`config.mk`:
```
export PLATFORM = sky130hd
export DESIGN_NAME = pwm_out_stage
export DESIGN_NICKNAME = d
export VERILOG_FILES = /design/src/rtl/pwm_out_stage.sv
export SDC_FILE = /design/constraint.sdc
export NUM_CORES = 1
export LEC_CHECK = 0
export ABC_AREA = 1
export BUFFER_PORTS_ARGS = -buffer_cell sky130_fd_sc_hd__buf_2
export CAP_MARGIN = 20
export CORE_UTILIZATION = 42
export CTS_CLUSTER_SIZE = 8
export DETAILED_ROUTE_END_ITERATION = 10
export PLACE_DENSITY = 0.89
export SLEW_MARGIN = 20
export SYNTH_ARGS = -nofsm -noshare
export SYNTH_HDL_FRONTEND = slang
export SYNTH_SLANG_ARGS = --single-unit
```
`constraint.sdc`:
```
create_clock -name clk -period 2.6 [get_ports clk]
set_input_delay 0.52 -clock clk [delete_from_list [all_inputs] [get_ports clk]]
set_output_delay 0.52 -clock clk [all_outputs]
set_load 0.005 [all_outputs]
```
`src/rtl/pwm_out_stage.sv`:
```
module pwm_out_stage #(
  parameter int N_OUT = 2,
  parameter int N_FLT = 2
) (
  input  logic               clk,
  input  logic               rst_n,
  input  logic               cnt_en,
  input  logic [N_OUT-1:0]   wave_set,
  input  logic [N_OUT-1:0]   wave_rst,
  input  logic [N_OUT-1:0]   sw_set,
  input  logic [N_OUT-1:0]   sw_rst,
  input  logic [N_OUT-1:0]   burst_idle,
  input  logic               burst_cnt_rst,
  input  logic [N_OUT-1:0]   oe_set,
  input  logic [N_OUT-1:0]   oe_clr,
  input  logic [N_OUT-1:0]   pol,
  input  logic [N_OUT-1:0]   idle_lvl,
  input  logic [2*N_OUT-1:0] flt_mode,
  input  logic [N_FLT-1:0]   fault_in,
  input  logic [N_FLT-1:0]   flt_clr,
  input  logic               dbg_stop_en,
  input  logic               dbg_halt,
  output logic [N_OUT-1:0]   pin_val,
  output logic [N_OUT-1:0]   pin_oe,
  output logic [2*N_OUT-1:0] out_state,
  output logic [N_FLT-1:0]   flt_stat,
  output logic               cnt_rst_out
);
  localparam logic [1:0] S_IDLE = 2'b00;
  localparam logic [1:0] S_RUN  = 2'b01;
  localparam logic [1:0] S_FLT  = 2'b10;

  logic halt_q;
  logic trip;

  assign trip        = (dbg_stop_en & dbg_halt & ~halt_q) | (|fault_in);
  assign cnt_rst_out = cnt_en & burst_cnt_rst;

  always_ff @(posedge clk or negedge rst_n) begin
    if (!rst_n) begin
      halt_q   <= 1'b0;
      flt_stat <= '0;
    end else begin
      halt_q   <= dbg_halt;
      flt_stat <= (flt_stat & ~flt_clr) | fault_in;
    end
  end

  for (genvar g = 0; g < N_OUT; g++) begin : g_out
    logic [1:0] st_q, st_d, fm;
    logic       lvl_q, set_ev, rst_ev, val, oe;

    assign fm     = flt_mode[2*g +: 2];
    assign set_ev = sw_set[g] | (cnt_en & wave_set[g]);
    assign rst_ev = sw_rst[g] | (cnt_en & wave_rst[g]);

    always_comb begin
      st_d = st_q;
      if (oe_clr[g])
        st_d = S_IDLE;
      else if (trip && fm != 2'b00 && (st_q != S_IDLE || oe_set[g]))
        st_d = S_FLT;
      else if (oe_set[g])
        st_d = S_RUN;
    end

    always_ff @(posedge clk or negedge rst_n) begin
      if (!rst_n) begin
        st_q  <= S_IDLE;
        lvl_q <= 1'b0;
      end else begin
        st_q <= st_d;
        if (rst_ev)      lvl_q <= 1'b0;
        else if (set_ev) lvl_q <= 1'b1;
      end
    end

    always_comb begin
      oe  = 1'b1;
      val = idle_lvl[g];
      if (st_q == S_RUN) begin
        val = (cnt_en & burst_idle[g]) ? idle_lvl[g] : (lvl_q ^ pol[g]);
      end else if (st_q == S_FLT) begin
        val = (fm == 2'b01) ? ~pol[g] : pol[g];
        oe  = (fm != 2'b11);
      end
    end

    assign pin_oe[g]          = rst_n & oe;
    assign pin_val[g]         = rst_n & oe & val;
    assign out_state[2*g +: 2] = st_q;
  end
endmodule


```
Word-level counts from Yosys, hierarchy flattened --
Cells that the tools add are included.
Storage, ports and cells: input port bits 32, word-level logic and storage cells 77, output and inout port bits 11, register bits 9
Cells by class: equal/unequal tests 8, mux-type cells 22, reductions and logical operators 15, bitwise gates (word level) 26
Operators with widths (count):
- $mux W1 | 16
- $and A1 B1 Y1 | 13
- $mux W2 | 6
- $reduce_bool A2 Y1 | 6
- $eq A2 B1 Y1 const B | 4
- $reduce_bool A3 Y1 | 2
- $or A1 B1 Y1 | 5
- $eq A2 B2 Y1 const B | 2
- $logic_and A1 B1 Y1 | 4
- $ne A2 B2 Y1 const B | 2
- $not A1 Y1 | 3
- $and A2 B2 Y2 | 1
- $logic_or A1 B1 Y1 | 2
- $not A2 Y2 | 1
- $or A2 B2 Y2 | 1
- $reduce_or A2 Y1 | 1
- $xor A1 B1 Y1 | 2

Logic depth before layout (Yosys ltp) --
depth after elaboration 7, gate-level depth with buffers 6

Worst setup path after synthesis --
OpenSTA, ideal clock, no wires.
kind input -> output, start input flt_mode[0], end output pin_val[0], setup slack 1.186 ns, stages 5, data required time 2.080 ns, data arrival time 0.894 ns, cells stage by stage nand2_1 -> nor2_1 -> nor2_2 -> nand3_1 -> nor2_1
Between the ends: cells in the longest elaborated chain, start to end 5
Ends and longest elaborated chain:
- start: declaration | RTL line 18 | input logic [2*N_OUT-1:0] flt_mode,
- $ne A2 B2 Y1 | RTL line 85 | oe = (fm != 2'b11);
- $mux W1 | RTL line 83 | end else if (st_q == S_FLT) begin
- $mux W1 | RTL line 81 | if (st_q == S_RUN) begin
- $and A1 B1 Y1
- via pin_oe[0] | RTL line 24 | output logic [N_OUT-1:0] pin_oe,
- $and A1 B1 Y1 | RTL line 90 | assign pin_val[g] = rst_n & oe & val;
- end: declaration | RTL line 23 | output logic [N_OUT-1:0] pin_val,
The timed path passes the listed nets, and every way through them passes these cells.

Worst setup path in the final report --
start register g_out[1].st_q[1], end output pin_val[1]
Between the ends: cells in the longest elaborated chain, start to end 5
Ends and longest elaborated chain:
- start: declaration | RTL line 50 | logic [1:0] st_q, st_d, fm;
- start signal: assignment | RTL line 72 | st_q <= st_d;
- $eq A2 B2 Y1 | RTL line 83
- $mux W1 | RTL line 83
- $mux W1 | RTL line 81
- $and A1 B1 Y1 | RTL line 90
- $and A1 B1 Y1 (*) | RTL line 90
Mark *: on every way between the ends. The rest lies on a longest branch, timed or not.

==> flow_summary.toml <==
[floorplan]
die_h_um = 40.4
start_util_pct = 46.5
rows = 13
pin_count = 43
die_x_um = 40.4
coreArea_um2 = 1330
die-area_um2 = 1640

[layout]
nNetsFinal = 171
final_cell_mix = "buf_2 (42), inv_1 (21), nand2_1 (18)"
area_growth_pct = 41.3
drive_above_1_share_pct = 37.7
layout_commonest_cell = "buf_2"
antenna_cells = 0

[placed_design]
dp_hpwl_um = 1270
place_congestion = 0.672
port_buffers = 42
place_ws_ns = 0.819

[power]
leakage_nw = 0.551
switching_power_mw = 0.112
pwr-share-clk_pct = 29.7
p_sw_share_pct = 30.5
power_frac_comb_pct = 27.1
ir_drop_v = 0.000361
powerDensity_nw_per_um2 = 420
internal_power_mw = 0.256
power_frac_seq_pct = 43.2

[routing]
wirelength_um = 1490
vias = 717
drt_iter0_markers = 14
wl_per_cell_um = 9.74
drcViolationCount = 0
avgViaCountPerCell = 4.69
route.antenna.remaining_nets = 0
drt_pass1_iterations = 4

[grt]
grt_max_degree = 11
antenna_found_initial = 0
grt_overflow = 0
grt_pass1_wl_um = 1970
grt_usage_pct = 18.1
first_global_vias = 521

[logic_synthesis]
synthCells = 92
ys_seq_area_share_pct = 36.3
ys.warnings.count = 0
synth_cell_types = 14
synth_fp_nets = 124
synth-seq-cells = 9
avgSynthCellArea_um2 = 6.75
syn_area_um2 = 621

[critical_path]
critPathLaunchType = "register"
cp_data_required_time_ns = 2.08
crit_path_end = "pin_val[1]"
rr_worst_depth = 5
r2r-start = "g_out[1].st_q[0]$_DFFE_PN0P_"
path_class = "register to primary output"
arrival_ns = 1.25
worstSetupStartpoint = "g_out[1].st_q[1]$_DFFE_PN0P_"
crit_path_max_fanout = 3
end_kind = "primary output"
worst-r2r-setup-slack_ns = 1.66
worst_r2r_endpoint = "g_out[1].st_q[0]$_DFFE_PN0P_"

[sta]
finClkSkew_ns = 0.00675
slew_viol_final = 0
timing.hold.ws_ns = 0.0965
hold_viol = 0
min_period_ns = 1.77
setup_viol = 0
post-route-period-util_pct = 68.0
worst_pin_slew_ns = 0.208
relSlewSlack_pct = 86.1
setup_slack_ns = 0.833
rsz0062_at_grt = "no"
setup_tns_ns = 0
fmax_mhz = 566

[run]
maxCapViolCount = 0

[min_path]
hp-class = "input port to async pin"

[status]
outcome = "completed"

[clock_tree]
htree_levels = 1
clk_root_buffer_cell = "clkbuf_4"
post_cts_buffers = 0
cts_buffer_depth = 2
cts_tree = "done"
clk_latency_ns = 0.26
ctsHoldBuffers = 0
path_clk_slew_ns = 0.07
cts_inserted_buffers = 3
cts_sinks = 9
cts_resized = 0
state kept, by name (all words and copies together) (netlist names):
name         count
g_out.lvl_q      2
g_out.st_q       4
halt_q           1
flt_stat         2
synth_stat cells (all sizes together):
cell type / number / area share (%)
inv: 21 / 13
nand3: 11 / 8.9
dfrtp: 9 / 36
nor2: 13 / 8.7
o21bai: 2 / 2.4
a21boi: 2 / 2.4
nand2: 20 / 13
o21ai: 2 / 1.6
a21oi: 6 / 4.8
xor2: 2 / 5.2
or2: 4 / 4.0
kinds of logic (layout without fill, tap and decap cells):
| logic type | Yosys count | in the layout | share of synthesized area (%) |
|---|---|---|---|
| xor gates and xnor gates | 2 | 2 | 5.24 |
| and+or+nand+nor | 48 | 48 | 34.5 |
| AOI/OAI and AO/OA | 12 | 12 | 11.3 |
| DFF | 9 | 9 | 36.3 |
| buffers and inverters | 21 | 67 | 12.7 |
power groups by stage:
stage | combinational (mW) | clock [mW] | sequential, mW
after floorplan | 0.0483 | 0 | 0.161
after global placement | 0.0961 | 0 | 0.161
after detailed placement | 0.100 | 0 | 0.161
after CTS | 0.101 | 0.109 | 0.159
after global routing | 0.114 | 0.117 | 0.160
final | 0.0998 | 0.109 | 0.159
cell type report:
cell class / count / area [µm²]
Fill cell: 118 / 457
Multi-Input combinational cell: 62 / 317
Sequential cell: 9 / 225
Timing Repair Buffer: 42 / 210
Inverter: 21 / 78.8
Clock buffer: 3 / 22.5
Tap cell: 15 / 18.8
Clock inverter: 1 / 5.00
critical path: stages, from the launching register on:
cell and delay [ns]:
dfrtp_1 0.40, inv_1 0.09, nand2_1 0.08, inv_1 0.07
o21ai_1 0.07, a21oi_1 0.12, nor2_1 0.06, buf_2 0.12
per-layer routing:
layer	GRT usage (%)	up-vias	routed length (µm)
li1	-	369	-
met5	0	-	0
met1	22.3	310	602
met2	31.0	34	763
met4	6.67	0	27
met3	3.33	4	97
per-stage QoR:
step	utilization (%)	power (mW)	cells	area (µm²)
floorplan	-	0.210	92	621
global placement	63.7	0.257	149	850
detailed placement	63.7	0.261	149	850
CTS	65.8	0.369	153	877
global route	65.8	0.391	153	877
finish	65.8	0.368	153	877
how the worst min path moves through the flow:
stage	end	slack [ns]	start
final	g_out[1].st_q[0]$_DFFE_PN0P_	0.1	rst_n
after global routing	g_out[1].st_q[0]$_DFFE_PN0P_	0.11	rst_n
after CTS	g_out[1].st_q[0]$_DFFE_PN0P_	0.11	rst_n
after detailed placement	g_out[1].st_q[1]$_DFFE_PN0P_	0.38	rst_n
after global placement	g_out[1].st_q[1]$_DFFE_PN0P_	0.38	rst_n
after floorplan	flt_stat[0]$_DFF_PN0_	0.22	rst_n
(Power assumes the default switching activity.)
